## src/rtl/hb8_pkg.sv

```systemverilog
package hb8_pkg;
  typedef enum logic [1:0] {
    MODE_MUX  = 2'd0,
    MODE_SEP  = 2'd1,
    MODE_CONT = 2'd2,
    MODE_FIFO = 2'd3
  } hb_mode_e;

  typedef enum logic [2:0] {
    ST_IDLE,
    ST_ADDR,
    ST_QUAL,
    ST_DATA,
    ST_DONE
  } hb_state_e;
endpackage

```

## src/rtl/hb8_strobe_timer.sv

```systemverilog
module hb8_strobe_timer #(
  parameter int WSW = 2
) (
  input  logic           clk_i,
  input  logic           rst_ni,
  input  logic           start_i,
  input  logic [WSW-1:0] ws_i,
  output logic           active_o,
  output logic           last_o
);
  localparam int CW = WSW + 1;

  logic [CW-1:0] cnt_q;
  logic          run_q;

  // load 2*ws+1, count to zero: strobe lasts 2*(ws+1) clocks
  always_ff @(posedge clk_i or negedge rst_ni) begin
    if (!rst_ni) begin
      run_q <= 1'b0;
      cnt_q <= '0;
    end else if (start_i) begin
      run_q <= 1'b1;
      cnt_q <= {ws_i, 1'b1};
    end else if (run_q) begin
      if (cnt_q == '0) run_q <= 1'b0;
      else             cnt_q <= cnt_q - 1'b1;
    end
  end

  assign active_o = run_q;
  assign last_o   = run_q && (cnt_q == '0);

  p_start_runs_r2: assert property (@(posedge clk_i) disable iff (!rst_ni)
    start_i |=> active_o);
  p_release_r3: assert property (@(posedge clk_i) disable iff (!rst_ni)
    (last_o && !start_i) |=> !active_o);
endmodule

```

## src/rtl/hb8_pad_mux.sv

```systemverilog
module hb8_pad_mux
  import hb8_pkg::*;
#(
  parameter int AW = 16,
  parameter int DW = 8
) (
  input  hb_mode_e        mode_i,
  input  logic            addr_ph_i,
  input  logic            data_ph_i,
  input  logic            wr_i,
  input  logic [AW-1:0]   addr_i,
  input  logic [DW-1:0]   wdata_i,
  output logic            ale_o,
  output logic [DW-1:0]   ad_o,
  output logic            ad_oe_o,
  output logic [AW-1:0]   addr_o
);
  logic mux_addr;
  assign mux_addr = addr_ph_i && (mode_i == MODE_MUX);

  assign ale_o   = mux_addr;
  assign ad_o    = mux_addr ? addr_i[DW-1:0] : wdata_i;
  assign ad_oe_o = mux_addr || (data_ph_i && wr_i);
  assign addr_o  = (mode_i == MODE_SEP || mode_i == MODE_CONT) ? addr_i : '0;

  always_comb begin
    if (ale_o) assert (mode_i == MODE_MUX) else $error("p_ale_mux_only_r6");
  end
endmodule

```

## src/rtl/hb8_ctrl.sv

```systemverilog
module hb8_ctrl
  import hb8_pkg::*;
#(
  parameter int AW  = 16,
  parameter int WSW = 2
) (
  input  logic          clk_i,
  input  logic          rst_ni,
  input  logic [1:0]    cfg_mode_i,
  input  logic [WSW-1:0] cfg_rd_ws_i,
  input  logic [WSW-1:0] cfg_wr_ws_i,
  input  logic          req_valid_i,
  output logic          req_ready_o,
  input  logic          req_write_i,
  input  logic [AW-1:0] req_addr_i,
  input  logic [7:0]    req_wdata_i,
  output logic          rsp_done_o,
  output logic [7:0]    rsp_rdata_o,
  output logic          bus_cs_no,
  output logic          bus_rd_no,
  output logic          bus_wr_no,
  output logic          bus_ale_o,
  output logic [AW-1:0] bus_addr_o,
  output logic [7:0]    bus_ad_o,
  output logic          bus_ad_oe_o,
  input  logic [7:0]    bus_ad_i,
  input  logic          fifo_full_i,
  input  logic          fifo_empty_i
);
  localparam int DW = 8;

  hb_state_e      state_q, state_d;
  hb_mode_e       mode_q, cfg_mode;
  logic           wr_q, open_q;
  logic [AW-1:0]  addr_q;
  logic [DW-1:0]  wdata_q, rdata_q;
  logic [WSW-1:0] ws_q, ws_sel, tmr_ws;
  logic           accept, cont_go, tmr_start, tmr_active, tmr_last, qual_ok;

  assign cfg_mode = hb_mode_e'(cfg_mode_i);
  assign accept   = (state_q == ST_IDLE) && req_valid_i;
  assign cont_go  = open_q && (cfg_mode == MODE_CONT) && !req_write_i;
  assign ws_sel   = req_write_i ? cfg_wr_ws_i : cfg_rd_ws_i;
  assign qual_ok  = wr_q ? !fifo_full_i : !fifo_empty_i;

  always_comb begin
    state_d = state_q;
    unique case (state_q)
      ST_IDLE: if (accept) begin
        if (cont_go)                     state_d = ST_DATA;
        else if (cfg_mode == MODE_FIFO)  state_d = ST_QUAL;
        else                             state_d = ST_ADDR;
      end
      ST_ADDR: state_d = ST_DATA;
      ST_QUAL: if (qual_ok) state_d = ST_DATA;
      ST_DATA: if (tmr_last) state_d = ST_DONE;
      ST_DONE: state_d = ST_IDLE;
      default: state_d = ST_IDLE;
    endcase
  end

  assign tmr_start = (state_d == ST_DATA) && (state_q != ST_DATA);
  // continuous reads start straight from idle, before ws_q is loaded
  assign tmr_ws    = (state_q == ST_IDLE) ? ws_sel : ws_q;

  hb8_strobe_timer #(.WSW(WSW)) i_timer (
    .clk_i    (clk_i),
    .rst_ni   (rst_ni),
    .start_i  (tmr_start),
    .ws_i     (tmr_ws),
    .active_o (tmr_active),
    .last_o   (tmr_last)
  );

  always_ff @(posedge clk_i or negedge rst_ni) begin
    if (!rst_ni) begin
      state_q <= ST_IDLE;
      mode_q  <= MODE_MUX;
      wr_q    <= 1'b0;
      addr_q  <= '0;
      wdata_q <= '0;
      ws_q    <= '0;
      open_q  <= 1'b0;
      rdata_q <= '0;
    end else begin
      state_q <= state_d;
      if (accept) begin
        mode_q  <= cfg_mode;
        wr_q    <= req_write_i;
        addr_q  <= req_addr_i;
        wdata_q <= req_wdata_i;
        ws_q    <= ws_sel;
      end
      if (state_q == ST_DATA && tmr_last && !wr_q) rdata_q <= bus_ad_i;
      if (state_q == ST_DATA && tmr_last && !wr_q && mode_q == MODE_CONT)
        open_q <= 1'b1;
      else if (state_q == ST_IDLE &&
               ((accept && !cont_go) || (!req_valid_i && cfg_mode != MODE_CONT)))
        open_q <= 1'b0;
    end
  end

  hb8_pad_mux #(.AW(AW), .DW(DW)) i_pads (
    .mode_i    (mode_q),
    .addr_ph_i (state_q == ST_ADDR),
    .data_ph_i (state_q == ST_DATA),
    .wr_i      (wr_q),
    .addr_i    (addr_q),
    .wdata_i   (wdata_q),
    .ale_o     (bus_ale_o),
    .ad_o      (bus_ad_o),
    .ad_oe_o   (bus_ad_oe_o),
    .addr_o    (bus_addr_o)
  );

  assign req_ready_o = (state_q == ST_IDLE);
  assign rsp_done_o  = (state_q == ST_DONE);
  assign rsp_rdata_o = rdata_q;
  assign bus_cs_no   = !((state_q == ST_ADDR) || (state_q == ST_QUAL) ||
                         (state_q == ST_DATA) || open_q);
  assign bus_rd_no   = !(((state_q == ST_DATA) && !wr_q) || open_q);
  assign bus_wr_no   = !((state_q == ST_DATA) && wr_q);

  p_strobe_excl_r10: assert property (@(posedge clk_i) disable iff (!rst_ni)
    !(!bus_rd_no && !bus_wr_no));
  p_cs_cover_r10: assert property (@(posedge clk_i) disable iff (!rst_ni)
    (!bus_wr_no || !bus_rd_no || bus_ale_o) |-> !bus_cs_no);
  p_strobe_timer_r2: assert property (@(posedge clk_i) disable iff (!rst_ni)
    (!bus_wr_no) |-> tmr_active);
  p_done_single_r9: assert property (@(posedge clk_i) disable iff (!rst_ni)
    rsp_done_o |=> !rsp_done_o);
  p_ale_one_r4: assert property (@(posedge clk_i) disable iff (!rst_ni)
    bus_ale_o |=> (!bus_ale_o && !bus_cs_no));
  p_fifo_hold_r8: assert property (@(posedge clk_i) disable iff (!rst_ni)
    (state_q == ST_QUAL && wr_q && fifo_full_i) |=> bus_wr_no);
  p_fifo_no_ale_r8: assert property (@(posedge clk_i) disable iff (!rst_ni)
    (state_q == ST_QUAL) |-> !bus_ale_o);
endmodule

```

## config.mk

```make
export PLATFORM = sky130hd
export DESIGN_NAME = hb8_ctrl
export DESIGN_NICKNAME = d
export VERILOG_FILES = /design/src/rtl/hb8_pkg.sv /design/src/rtl/hb8_strobe_timer.sv /design/src/rtl/hb8_pad_mux.sv /design/src/rtl/hb8_ctrl.sv
export SDC_FILE = /design/constraint.sdc
export NUM_CORES = 1
export LEC_CHECK = 0
export BUFFER_PORTS_ARGS = -buffer_cell sky130_fd_sc_hd__buf_2
export CAP_MARGIN = 40
export CORE_UTILIZATION = 38
export CTS_CLUSTER_SIZE = 30
export DETAILED_ROUTE_END_ITERATION = 10
export PLACE_DENSITY_LB_ADDON = 0.3
export REMOVE_ABC_BUFFERS = 1
export SETUP_SLACK_MARGIN = 0.1
export SLEW_MARGIN = 20
export SYNTH_ARGS = -nofsm -noshare
export SYNTH_HDL_FRONTEND = slang
export SYNTH_SLANG_ARGS = --single-unit
```

## constraint.sdc

```tcl
create_clock -name clk_i -period 2.23 [get_ports clk_i]
set_input_delay 0.223 -clock clk_i [delete_from_list [all_inputs] [get_ports clk_i]]
set_output_delay 0.223 -clock clk_i [all_outputs]
set_load 0.01 [all_outputs]
```

# --- After elaboration in Yosys (flattened, before gate mapping) ---
# Cells that the tools add are included.
classes:
  addsub: 1
  eq_ne: 12
  n_mux: 19
  n_reduce_logical: 36
op_table:
  columns: ["cell", "count"]
  rows:
  - ["2-to-1 mux 3 bit", 6]
  - ["2-to-1 mux 16 bit", 1]
  - ["logical AND 1 bit", 14]
  - ["one-hot mux 3 bit (4 select lines)", 1]
  - ["equality test 3 x 2 -> 1 bit, second input constant", 3]
  - ["logical NOT 1 bit", 9]
  - ["2-to-1 mux 2 bit", 4]
  - ["2-to-1 mux 8 bit", 1]
  - ["logical OR 1 bit", 7]
  - ["equality test 2 bit, second input constant", 3]
  - ["logical NOT 3 bit", 2]
  - ["2-to-1 mux 1 bit", 6]
  - ["nonzero test 2 bit", 2]
  - ["equality test 3 x 1 -> 1 bit, second input constant", 1]
  - ["equality test 3 bit, second input constant", 1]
  - ["!= test 3 x 2 -> 1 bit, second input constant", 1]
  - ["subtractor 3 x 1 -> 3 bit, second input constant", 1]
  - ["equality test 2 x 1 -> 1 bit, second input constant", 1]
  - ["logical NOT 2 bit", 1]
  - ["!= test 2 x 1 -> 1 bit, second input constant", 1]
  - ["!= test 2 bit, second input constant", 1]
  - ["AND reduction 2 bit", 1]
totals:
  regBits: 45
  word_cells: 78

# --- Longest topological paths before layout ---
# Gate-level depths: netlist (run 1).
logic_depth:
  word_depth: 10
  mapped_depth: 6
  ltp_nobuf: 6

# --- Cells and area by module ---
# From an unflattened synthesis (run 1), not the netlist that was laid out.
hier_totals:
  hier_cells: 180
  area_unflattened_um2: 2269.7
modules_own_cells:
  columns: ["mod", "instances", "cells_each", "area_each_um2", "seq_area_each_um2"]
  rows:
  - ["hb8_ctrl", 1, 124, 1771.7, 1026.0]
  - ["hb8_pad_mux", 1, 32, 266.5, 0.0]
  - ["hb8_strobe_timer", 1, 24, 231.5, 100.1]

# --- Worst setup path before layout (run 1) ---
# No wires, ideal clock.
synth_path:
  path_type: "reg2reg"
  startpoint: "reg state_q[0]"
  endpoint: "reg i_timer.cnt_q[1]"
  setup_time_ns: 0.079
  arrival_ns: 1.637
  required_ns: 2.151
  slack_ns: 0.513
  stages_incl_launch_ff: 6
  path_cell_list: "dfrtp_1 -> buf_2 -> nor4b_4 -> a32oi_1 -> a221oi_2 -> mux2i_1"
synth_between:
  elab_chain_cells: 8
synth_lines:
  columns: ["element", "line", "rtl"]
  rows:
  - ["start, declared", "hb8_ctrl.sv:32", "hb_state_e state_q, state_d;"]
  - ["start signal, assigned", "hb8_ctrl.sv:86", "state_q <= state_d;"]
  - ["logical NOT 3 bit", "hb8_ctrl.sv:41, hb8_ctrl.sv:48, hb8_ctrl.sv:64", null]
  - ["logical AND 1 bit", "hb8_ctrl.sv:41", "assign accept = (state_q == ST_IDLE) && req_valid_i;"]
  - ["2-to-1 mux 3 bit", "hb8_ctrl.sv:49", "ST_IDLE: if (accept) begin"]
  - ["one-hot mux 3 bit (4 select lines)", "hb8_ctrl.sv:48", "unique case (state_q)"]
  - ["equality test 3 x 2 -> 1 bit", "hb8_ctrl.sv:62", "assign tmr_start = (state_d == ST_DATA) && (state_q != ST_DATA);"]
  - ["logical AND 1 bit", "hb8_ctrl.sv:62", null]
  - ["!= test 2 x 1 -> 1 bit (no source line) / nonzero test 2 bit (equally long branches)", null, null]
  - ["AND reduction 2 bit (no source line)", null, null]
  - ["end signal, assigned", "hb8_strobe_timer.sv:23", "cnt_q <= {ws_i, 1'b1};"]
  - ["end signal, assigned", "hb8_strobe_timer.sv:26", "else cnt_q <= cnt_q - 1'b1;"]
  - ["end, declared", "hb8_strobe_timer.sv:13", "logic [CW-1:0] cnt_q;"]
# Several ways; a longest one is shown, not always the timed one.
# A chain may end at the register's enable or synchronous reset.

# --- Worst setup path in the final report (run 1) ---
layout_path:
  startpoint: "reg state_q[0]"
  endpoint: "out bus_ad_o[3]"
layout_between:
  elab_chain_cells: 3
layout_lines:
  columns: ["element", "line", "rtl"]
  rows:
  - ["equality test 3 x 1 -> 1 bit", "hb8_ctrl.sv:105", ".addr_ph_i (state_q == ST_ADDR),"]
  - ["logical AND 1 bit", "hb8_pad_mux.sv:19", "assign mux_addr = addr_ph_i && (mode_i == MODE_MUX);"]
  - ["2-to-1 mux 8 bit", "hb8_pad_mux.sv:22", "assign ad_o = mux_addr ? addr_i[DW-1:0] : wdata_i;"]
  - ["end, declared", "hb8_ctrl.sv:24", "output logic [7:0] bus_ad_o,"]
# No other way between the ends.

==> flow_summary.json, run 1 <==
{
  "gp_congestion": 0.800,
  "final_critical_path_setup_slack_ns": 0.211,
  "detailedRoute.firstPassIterationCount": 4,
  "synthSimpleGateAreaFrac": 0.133,
  "synth_largest_area_cell": "dfrtp_1",
  "post-route-drc-count": 0,
  "ys_seq_area_frac": 0.524,
  "run_status": "complete, no violations",
  "initialDrtViolationCount": 76,
  "cap_viol_max_count": 0,
  "synth_mux_area_frac": 0.238,
  "worst_ep_required_time_ns": 2.01,
  "floorplan.initialDensity": 0.393,
  "grt_util_met1": 0.224,
  "worstSkewPairLatency_ns": 0.29,
  "route.final.wire_length_um": 4560,
  "min-delay-path-class": "in -> reg",
  "critPathBufInv": 2,
  "wire_length_of_the_first_global_routing_pass_um": 7650,
  "cp-start-kind": "flip-flop",
  "timing_worst_slew_pin_value_ns": 0.641,
  "layout-drive-gt1-share": 0.538,
  "main_combinational_cell_family_by_area_after_synthesis": "multiplexers",
  "period_share": 0.905,
  "final_nets": 313,
  "tritoncts": "built",
  "synth-xor-area-share": 0.00815,
  "final_common_cell": "buf_2",
  "post_synth_inst_count": 175,
  "yosysTopAreaCellShare": 0.524,
  "synth_compound_area_frac": 0.0472,
  "timing.critical_path.to_type": "primary output",
  "antenna-diode-count": 0,
  "timing.fmax_mhz": 495,
  "reg2reg_slack_ns": 0.48,
  "number_of_vias_in_the_routed_layout": 1653,
  "number_of_antenna_violations_at_the_first_check_in_global_routing": 0,
  "antenna_violating_nets_post_route": 0,
  "cts-htree-levels": 2,
  "rsz0062_at_grt": "no",
  "fin_skew_ns": 0.00439,
  "hold_viol": 0,
  "crit_path_max_incr_delay_ns": 0.47,
  "track_usage": 0.163,
  "place.detailed.hpwl_um": 3300,
  "die_height_um": 77.2,
  "clkTransAtPathRegs_ns": 0.08,
  "most-common-layout-cells": "buf_2 (82), dfrtp_1 (44), mux2_2 (41), and2_1 (17), nand2_1 (13)",
  "synth-async-reset-ratio": 1.00,
  "total_clock_buffers_created_by_cts": 5,
  "cpMaxStageDelayCell": "dfrtp_2",
  "cp_data_arrival_time_ns": 1.80,
  "globalRouteMet2Util": 0.240,
  "boundary_pin_count": 83,
  "ir_drop_mv": 0.666,
  "yosysUniqueCellTypes": 29,
  "placement.io_buffers": 82,
  "avgSynthCellArea_sq_um": 12.3,
  "cts.sink_count": 45,
  "synth.top_cells.by_area": "dfrtp_1 (52%), mux2_2 (21%), and2_1 (5.0%), ha_1 (2.3%), mux2i_1 (2.3%)",
  "hold-worst-slack_ns": 0.154,
  "floorplan.die_area_sq_mm": 0.00596,
  "overflow": 0,
  "first_global_vias": 1580,
  "synth_seq_cells": 45,
  "core_region_area_sq_mm": 0.00547,
  "cts_root_buf": "clkbuf_8",
  "max-clock-path-buffers": 2,
  "ys.warnings.count": 0,
  "synthAdderAreaFrac": 0.0233,
  "wl_per_cell_um": 13.5,
  "worstPathMaxFanout": 10,
  "report.final.slew_viol_count": 0,
  "period_minus_slack_ns": 2.02,
  "synthesis.area_sq_mm": 0.00215,
  "worst_path_dominant_cell_family": "flip-flops",
  "grtUsageMet3": 0.0405,
  "globalRoute.busiestLayer": "met2",
  "synthFlopType": "dfrtp_1",
  "pre_cts_ws_ns": 0.425,
  "critical_path_class": "reg -> out",
  "cp_cell_sequence": "nand2_1, nor3b_2, buf_6, mux2_2, buf_2",
  "num_rows": 27,
  "cellPowerDensity_mw_per_mm2": 1400,
  "vias_per_cell": 4.89,
  "setup_viol_count_final": 0,
  "total_leakage_power_nw": 1.39,
  "die_x_um": 77.2,
  "layout-area-overhead-vs-synth_pct": 30.6,
  "synth_edf_count": 0,
  "worst_slew_margin_rel": 0.573,
  "grt_start_max_net_pins": 35
}
-- report_power, final --
part	switching [mW]	leakage, nW	internal [mW]
logic	0.877	0.793	0.950
clock network	0.271	0.0585	0.365
registers	0.253	0.544	1.21
total	1.40	1.39	2.53
-- worst register-to-register path, cell delays in order, from the launching register on --
cell and delay [ns]:
dfrtp_1 0.51, nor4b_4 0.33, buf_4 0.40, mux2_2 0.40
-- layer usage --
layer	wire length, um	share of wire
met1	2140	0.47
met2	2020	0.44
met3	327	0.072
met4	82	0.018
met5	0	0
-- kinds of logic after synthesis --
group	count (synthesis)
flops	45
buf+inv	13
xor+xnor	2
mux	46
simple gates	50
fa+ha+maj	4
compound gates	15
-- sequential cells by signal, indices dropped and copies added (netlist names) --
| signal | count |
|---|---|
| addr_q | 16 |
| open_q | 1 |
| mode_q | 2 |
| i_timer.cnt_q | 3 |
| state_q | 3 |
| wr_q | 1 |
| wdata_q | 8 |
| i_timer.active_o | 1 |
| rsp_rdata_o | 8 |
| ws_q | 2 |
-- path summary, 6_finish.rpt --
kind	from	endpoint	cells past startpoint
worst max-delay path	state_q[0]$_DFF_PN0_	bus_ad_o[3]	5
worst min-delay path	bus_ad_i[7]	rsp_rdata_o[7]$_DFFE_PN0P_	2
worst max register to register	state_q[1]$_DFF_PN0_	addr_q[6]$_DFFE_PN0N_	3
worst min register to register	rsp_rdata_o[4]$_DFFE_PN0P_	rsp_rdata_o[4]$_DFFE_PN0P_	1
max in group asynchronous	rst_ni	state_q[0]$_DFF_PN0_	3
min in group asynchronous	rst_ni	rsp_rdata_o[7]$_DFFE_PN0P_	2
-- stage by stage --
stage	power [mW]	TNS [ns]	util	std cells	instance area (sq um)
2_1_floorplan	2.63	-1.16	-	168	2120
3_3_place_gp	3.28	0	0.487	328	2670
3_5_place_dp	3.32	0	0.487	328	2670
4_1_cts	3.98	0	0.512	338	2800
5_1_grt	4.26	0	0.513	338	2810
6_report	3.93	0	0.513	338	2810
-- layout make-up --
cell class / count / area [sq um]
multi-input combinational: 117 / 972
clock inverter: 1 / 30.0
inverter: 6 / 22.5
tap: 72 / 90.1
clock buffer: 7 / 86.3
sequential: 45 / 1130
fill: 538 / 2670
timing repair buffer: 90 / 477
-- synth_stat cells (2+ instances only) --
master    instances
a21oi_1           3
and2_1           17
buf_2             5
clkbuf_1          2
dfrtp_1          45
ha_1              4
inv_1             6
mux2_2           41
mux2i_1           5
nand2_1          13
nand2b_1          3
nand3_1           2
nor2_1            6
nor2b_1           2
nor3_1            2
o21ai_0           6
-- timing repair --
action	4_1_cts	5_1_grt
endpoints found under the hold margin	27	0
resized for setup	1	2
hold buffers	1	0
endpoints found under the setup margin	8	8
pin swaps	0	0
setup buffers	1	0
(Power assumes the default switching activity.)
==> run 2: changes to the inputs <==
Settings changed: CELL_PAD_IN_SITES_DETAIL_PLACEMENT from default to 1, CELL_PAD_IN_SITES_GLOBAL_PLACEMENT from default to 1, CORE_UTILIZATION 38 to 37, SLEW_MARGIN 20 to default.
==> flow_summary.json, run 2 (synthesized netlist as in run 1, its figures left out) <==
{
  "run_status": "complete, no violations",
  "layout-area-overhead-vs-synth_pct": 30.0,
  "antenna_violating_nets_post_route": 0,
  "crit_path_max_incr_delay_ns": 0.46,
  "period_minus_slack_ns": 2.04,
  "number_of_antenna_violations_at_the_first_check_in_global_routing": 0,
  "antenna-diode-count": 0,
  "total_clock_buffers_created_by_cts": 5,
  "layout-drive-gt1-share": 0.551,
  "hold_viol": 0,
  "floorplan.initialDensity": 0.388,
  "most-common-layout-cells": "buf_2 (82), dfrtp_1 (43), mux2_2 (41), and2_1 (17), nand2_1 (12)",
  "timing_worst_slew_pin_value_ns": 0.569,
  "final_common_cell": "buf_2",
  "cts_root_buf": "clkbuf_8",
  "largest_register_ffs": 16,
  "route.final.wire_length_um": 5030,
  "registers.top_by_ff_count": "addr_q",
  "num_rows": 27,
  "critical_path_class": "reg -> out",
  "post-route-drc-count": 0,
  "r2r_start": "state_q[1]$_DFF_PN0_",
  "number_of_vias_in_the_routed_layout": 1645,
  "hold-worst-slack_ns": 0.0280,
  "cts.sink_count": 45,
  "timing.critical_path.to_type": "primary output",
  "die_x_um": 78.2,
  "tritoncts": "built",
  "first_global_vias": 1684,
  "critPathBufInv": 3,
  "worstPathMaxFanout": 5,
  "vias_per_cell": 4.85,
  "fin_skew_ns": 0.00436,
  "cts-htree-levels": 2,
  "cellPowerDensity_mw_per_mm2": 1380,
  "cp_data_arrival_time_ns": 1.82,
  "worst_ep_required_time_ns": 2.01,
  "clkTransAtPathRegs_ns": 0.08,
  "register_area_sq_mm": 0.00113,
  "core_region_area_sq_mm": 0.00554,
  "die_height_um": 78.2,
  "min-delay-path-class": "in -> async",
  "wl_per_cell_um": 14.8,
  "worstSkewPairLatency_ns": 0.29,
  "floorplan.die_area_sq_mm": 0.00612,
  "max-clock-path-buffers": 2,
  "cap_viol_max_count": 0,
  "worst_path_dominant_cell_family": "flip-flops",
  "final_nets": 314,
  "place.detailed.hpwl_um": 3700,
  "fillCellCount": 638,
  "ir_drop_mv": 0.645,
  "period_share": 0.916,
  "detailedRoute.firstPassIterationCount": 4,
  "holdBufCountCts": 0,
  "worst_slew_margin_rel": 0.621,
  "initialDrtViolationCount": 56,
  "timing.fmax_mhz": 489,
  "grt_start_max_net_pins": 46,
  "multi_input_comb_area_sq_um": 981,
  "setup_viol_count_final": 0,
  "wire_length_of_the_first_global_routing_pass_um": 8010,
  "gp_congestion": 0.747,
  "total_leakage_power_nw": 1.39,
  "cp-start-kind": "flip-flop",
  "cp_cell_sequence": "inv_4, nand2_2, nor3b_4, buf_6, mux2_2, buf_2",
  "boundary_pin_count": 83,
  "placement.io_buffers": 82,
  "report.final.slew_viol_count": 0,
  "rsz0062_at_grt": "no",
  "track_usage": 0.169,
  "overflow": 0,
  "setup.worst_path.start": "state_q[2]$_DFF_PN0_",
  "cpMaxStageDelayCell": "dfrtp_2",
  "p_total_mw": 3.84
}
run 2: cell types whose count changed in the layout (fill, tap and decap cells not counted), sizes merged:
cell | before | now
clkinv | 0 | 2
dlygate4sd3 | 1 | 0
clkbuf | 7 | 6
buf | 89 | 91
bufinv | 1 | 0
run 2: report_power, final:
part	internal [mW]	switching, mW
combinational	0.965	0.919
clock	0.217	0.258
sequential	1.21	0.270
run 2: final cells by class:
class	count	share of cell area
Inverter	6	0.00896
Clock buffer	6	0.0260
Clock inverter	2	0.00358
Timing Repair Buffer	91	0.174
Sequential cell	45	0.404
Tap cell	72	0.0323
Multi-Input combinational cell	117	0.351
run 2: timing repair:
item                       CTS  global route
pin swaps                    0             1
gates cloned                 0             1
setup buffers                0             2
setup endpoints to repair    8             8
gates resized for setup      3             7
run 2: final timing paths:
kind | end | slack [ns] | cells past startpoint
max | bus_ad_o[1] | 0.19 | 6
min | wr_q$_DFFE_PN0N_ | 0.03 | 2
max reg2reg | i_timer.cnt_q[1]$_DFFE_PN0P_ | 0.45 | 4
min reg2reg | addr_q[9]$_DFFE_PN0N_ | 0.50 | 1
max in group asynchronous | state_q[0]$_DFF_PN0_ | 1.80 | 2
min in group clk_i | wdata_q[6]$_DFFE_PN0N_ | 0.16 | 2
run 2: per-stage QoR:
| step | TNS (ns) | util | cells | worst slack [ns] | instance area, sq um |
|---|---|---|---|---|---|
| final | 0 | 0.504 | 339 | 0.187 | 2790 |
| after global routing | 0 | 0.504 | 339 | 0.0897 | 2790 |
| after CTS | 0 | 0.497 | 336 | 0.118 | 2750 |
| after detailed placement | 0 | 0.481 | 328 | 0.385 | 2670 |
| after global placement | 0 | 0.481 | 328 | 0.441 | 2670 |
| after floorplan | -1.16 | - | 168 | -0.288 | 2120 |
run 2: metal layers:
| metal | routed length (um) | vias to the layer above | track usage |
|---|---|---|---|
| met4 | 34 | 0 | 0.0611 |
| met1 | 2130 | 807 | 0.208 |
| met3 | 281 | 4 | 0.0360 |
| met5 | 0 | - | 0 |
| li1 | - | 781 | - |
| met2 | 2580 | 53 | 0.289 |
run 2: worst reg2reg max path: cells and delay by family (launching register included):
family	cells	cell delay, ns
AO/OA/AOI/OAI	2	0.59
flip-flops	1	0.52
AND/OR/NAND/NOR	1	0.35
multiplexers	1	0.24
==> run 3: changes to the inputs <==
Settings changed: ABC_AREA from default to 1, CORE_UTILIZATION 37 to 35.
==> flow_summary.json, run 3 <==
{
  "ys.warnings.count": 0,
  "final_common_cell": "nand2_1",
  "most-common-layout-cells": "nand2_1 (149), buf_2 (82), dfrtp_1 (43), inv_1 (36), mux2_4 (8)",
  "place.detailed.hpwl_um": 4630,
  "cts.sink_count": 45,
  "track_usage": 0.187,
  "final_nets": 427,
  "placed_cell_area_sq_mm": 0.00281,
  "number_of_antenna_violations_at_the_first_check_in_global_routing": 0,
  "most_frequently_used_cell_type_in_the_post_synthesis_netlist": "nand2_1",
  "hold-worst-slack_ns": 0.121,
  "fin_skew_ns": 0.00453,
  "die_height_um": 83.5,
  "worstPathMaxFanout": 11,
  "fillCellCount": 833,
  "pre_cts_ws_ns": 0.463,
  "floorplan.die_area_sq_mm": 0.00697,
  "synthFlopType": "dfrtp_1",
  "cap_viol_max_count": 0,
  "gp_congestion": 0.773,
  "period_minus_slack_ns": 2.00,
  "report.final.slew_viol_count": 0,
  "core_region_area_sq_mm": 0.00639,
  "largest_register_ffs": 16,
  "run_status": "complete, no violations",
  "clkTransAtPathRegs_ns": 0.09,
  "post_synth_inst_count": 292,
  "period_share": 0.896,
  "switching_power_of_the_nets_mw": 1.73,
  "synth_edf_count": 0,
  "route.final.wire_length_um": 6150,
  "floorplan.initialDensity": 0.364,
  "synth_seq_cells": 45,
  "detailedRoute.firstPassIterationCount": 4,
  "antenna-diode-count": 0,
  "setup_viol_count_final": 0,
  "hold_viol": 0,
  "total_leakage_power_nw": 1.83,
  "overflow": 0,
  "total_clock_buffers_created_by_cts": 5,
  "share_comb_of_total_power": 0.485,
  "number_of_vias_in_the_routed_layout": 2093,
  "ys_seq_area_frac": 0.484,
  "timing_worst_slew_pin_value_ns": 0.605,
  "timing.critical_path.to_type": "primary output",
  "hold_path_cells": 3,
  "cellPowerDensity_mw_per_mm2": 1390,
  "yosysUniqueCellTypes": 26,
  "cts-htree-levels": 2,
  "r2r.worst_path.cells": 6,
  "rsz0062_at_grt": "no",
  "layout-drive-gt1-share": 0.318,
  "multi_input_comb_area_sq_mm": 0.00103,
  "antenna_violating_nets_post_route": 0,
  "power_frac_seq": 0.358,
  "p_total_mw": 4.13,
  "avgSynthCellArea_sq_um": 7.96,
  "die_x_um": 83.5,
  "critical_path_class": "reg -> out",
  "p_clk_frac": 0.157,
  "cp-start-kind": "flip-flop",
  "layout-area-overhead-vs-synth_pct": 27.7,
  "post-route-drc-count": 0,
  "worst_ep_required_time_ns": 2.01,
  "stdcell_area_sq_mm": 0.00297,
  "netlist_top_cells_count": "nand2_1 (149), dfrtp_1 (45), inv_1 (36)",
  "cp_data_arrival_time_ns": 1.77,
  "synthesis.area_sq_mm": 0.00232,
  "tritoncts": "built",
  "synth-async-reset-ratio": 1.00,
  "tns_ns": 0,
  "cell_internal_pwr_mw": 2.40,
  "synth_largest_area_cell": "dfrtp_1",
  "grt_start_max_net_pins": 29,
  "initialDrtViolationCount": 58,
  "vias_per_cell": 4.58,
  "wl_per_cell_um": 13.5,
  "placement.io_buffers": 82,
  "timing.fmax_mhz": 501,
  "worstSkewPairLatency_ns": 0.29,
  "final_critical_path_setup_slack_ns": 0.232,
  "min-delay-path-class": "in -> reg",
  "reg2reg_slack_ns": 0.56,
  "register_area_sq_mm": 0.00113,
  "ir_drop_mv": 0.531,
  "power.switching_fraction": 0.418,
  "num_rows": 29,
  "first_global_vias": 2216,
  "max-clock-path-buffers": 2,
  "registers.top_by_ff_count": "addr_q",
  "boundary_pin_count": 83,
  "synth.top_cells.by_area": "dfrtp_1 (48%), nand2_1 (24%), inv_1 (5.8%), mux2_4 (5.2%), nand3_4 (2.3%)",
  "cts_root_buf": "clkbuf_8",
  "yosysTopAreaCellShare": 0.484,
  "worst_slew_margin_rel": 0.597,
  "wire_length_of_the_first_global_routing_pass_um": 10500
}
-- run 3: cell types whose count changed after synthesis, sizes merged, moves of 3 or more --
cell	before	now
nand3	2	9
nor2	6	11
nand2	13	153
nand2b	3	0
nand4	0	4
and2	17	0
mux2i	5	0
inv	6	38
mux2	41	8
-- run 3: path summary, 6_finish.rpt --
path | startpoint | to
setup / recovery | state_q[0]$_DFF_PN0_ | bus_ale_o
hold / removal | req_addr_i[4] | addr_q[4]$_DFFE_PN0N_
setup reg to reg | state_q[1]$_DFF_PN0_ | ws_q[0]$_DFFE_PN0N_
hold reg to reg | addr_q[10]$_DFFE_PN0N_ | addr_q[10]$_DFFE_PN0N_
max in group asynchronous | rst_ni | addr_q[3]$_DFFE_PN0N_
min in group asynchronous | rst_ni | rsp_rdata_o[7]$_DFFE_PN0P_
-- run 3: critical path, cell delays in order, from the launching register on --
cell	delay [ns]
dfrtp_2	0.45
inv_1	0.09
nor2_1	0.06
inv_1	0.09
nor2_2	0.05
nand2_4	0.15
clkinvlp_2	0.25
buf_4	0.20
buf_2	0.14
-- run 3: repair_timing --
item                       in CTS  in global routing
hold buffers                    1                  0
setup endpoints to repair       0                  9
hold endpoints to repair       24                  0
gates resized for setup         0                  5
buffers inserted                0                  1
-- run 3: layer usage --
layer | up-vias | wire, um | global-route usage
met5 | - | 0 | 0
met1 | 984 | 2760 | 0.234
met2 | 51 | 3040 | 0.327
li1 | 1051 | - | -
met3 | 7 | 260 | 0.0386
met4 | 0 | 85 | 0.0524
-- run 3: final cells by class --
type | instances | share of cell area
tap | 77 | 0.0324
multi-input combinational | 201 | 0.346
clock inverter | 2 | 0.0126
timing repair buffer | 86 | 0.149
timing repair inverter | 1 | 0.00169
sequential | 45 | 0.380
clock buffer | 6 | 0.0278
inverter | 39 | 0.0506
-- run 3: cells by family after synthesis --
group | Yosys count | synth area share
buffers and inverters | 46 | 0.0775
AND/OR/NAND/NOR | 179 | 0.335
multiplexers | 8 | 0.0517
AO/OA/AOI/OAI | 9 | 0.0264
adder cells (fa/ha/maj) | 4 | 0.0215
XOR/XNOR | 1 | 0.00377
flip-flops | 45 | 0.484
-- run 3: metrics by stage --
step,std cells,utilization
floorplan,285,-
global placement,446,0.440
detailed placement,446,0.440
CTS,455,0.461
global route,457,0.465
finish,457,0.465
-- run 3: power by group through the flow --
stage          registers (mW)  clock network, mW  logic [mW]
3_5_place_dp             1.49                  0        2.02
3_3_place_gp             1.47                  0        1.95
6_report                 1.48              0.647        2.01
2_1_floorplan            1.47                  0        1.29
5_1_grt                  1.54              0.696        2.26
4_1_cts                  1.48              0.670        2.03
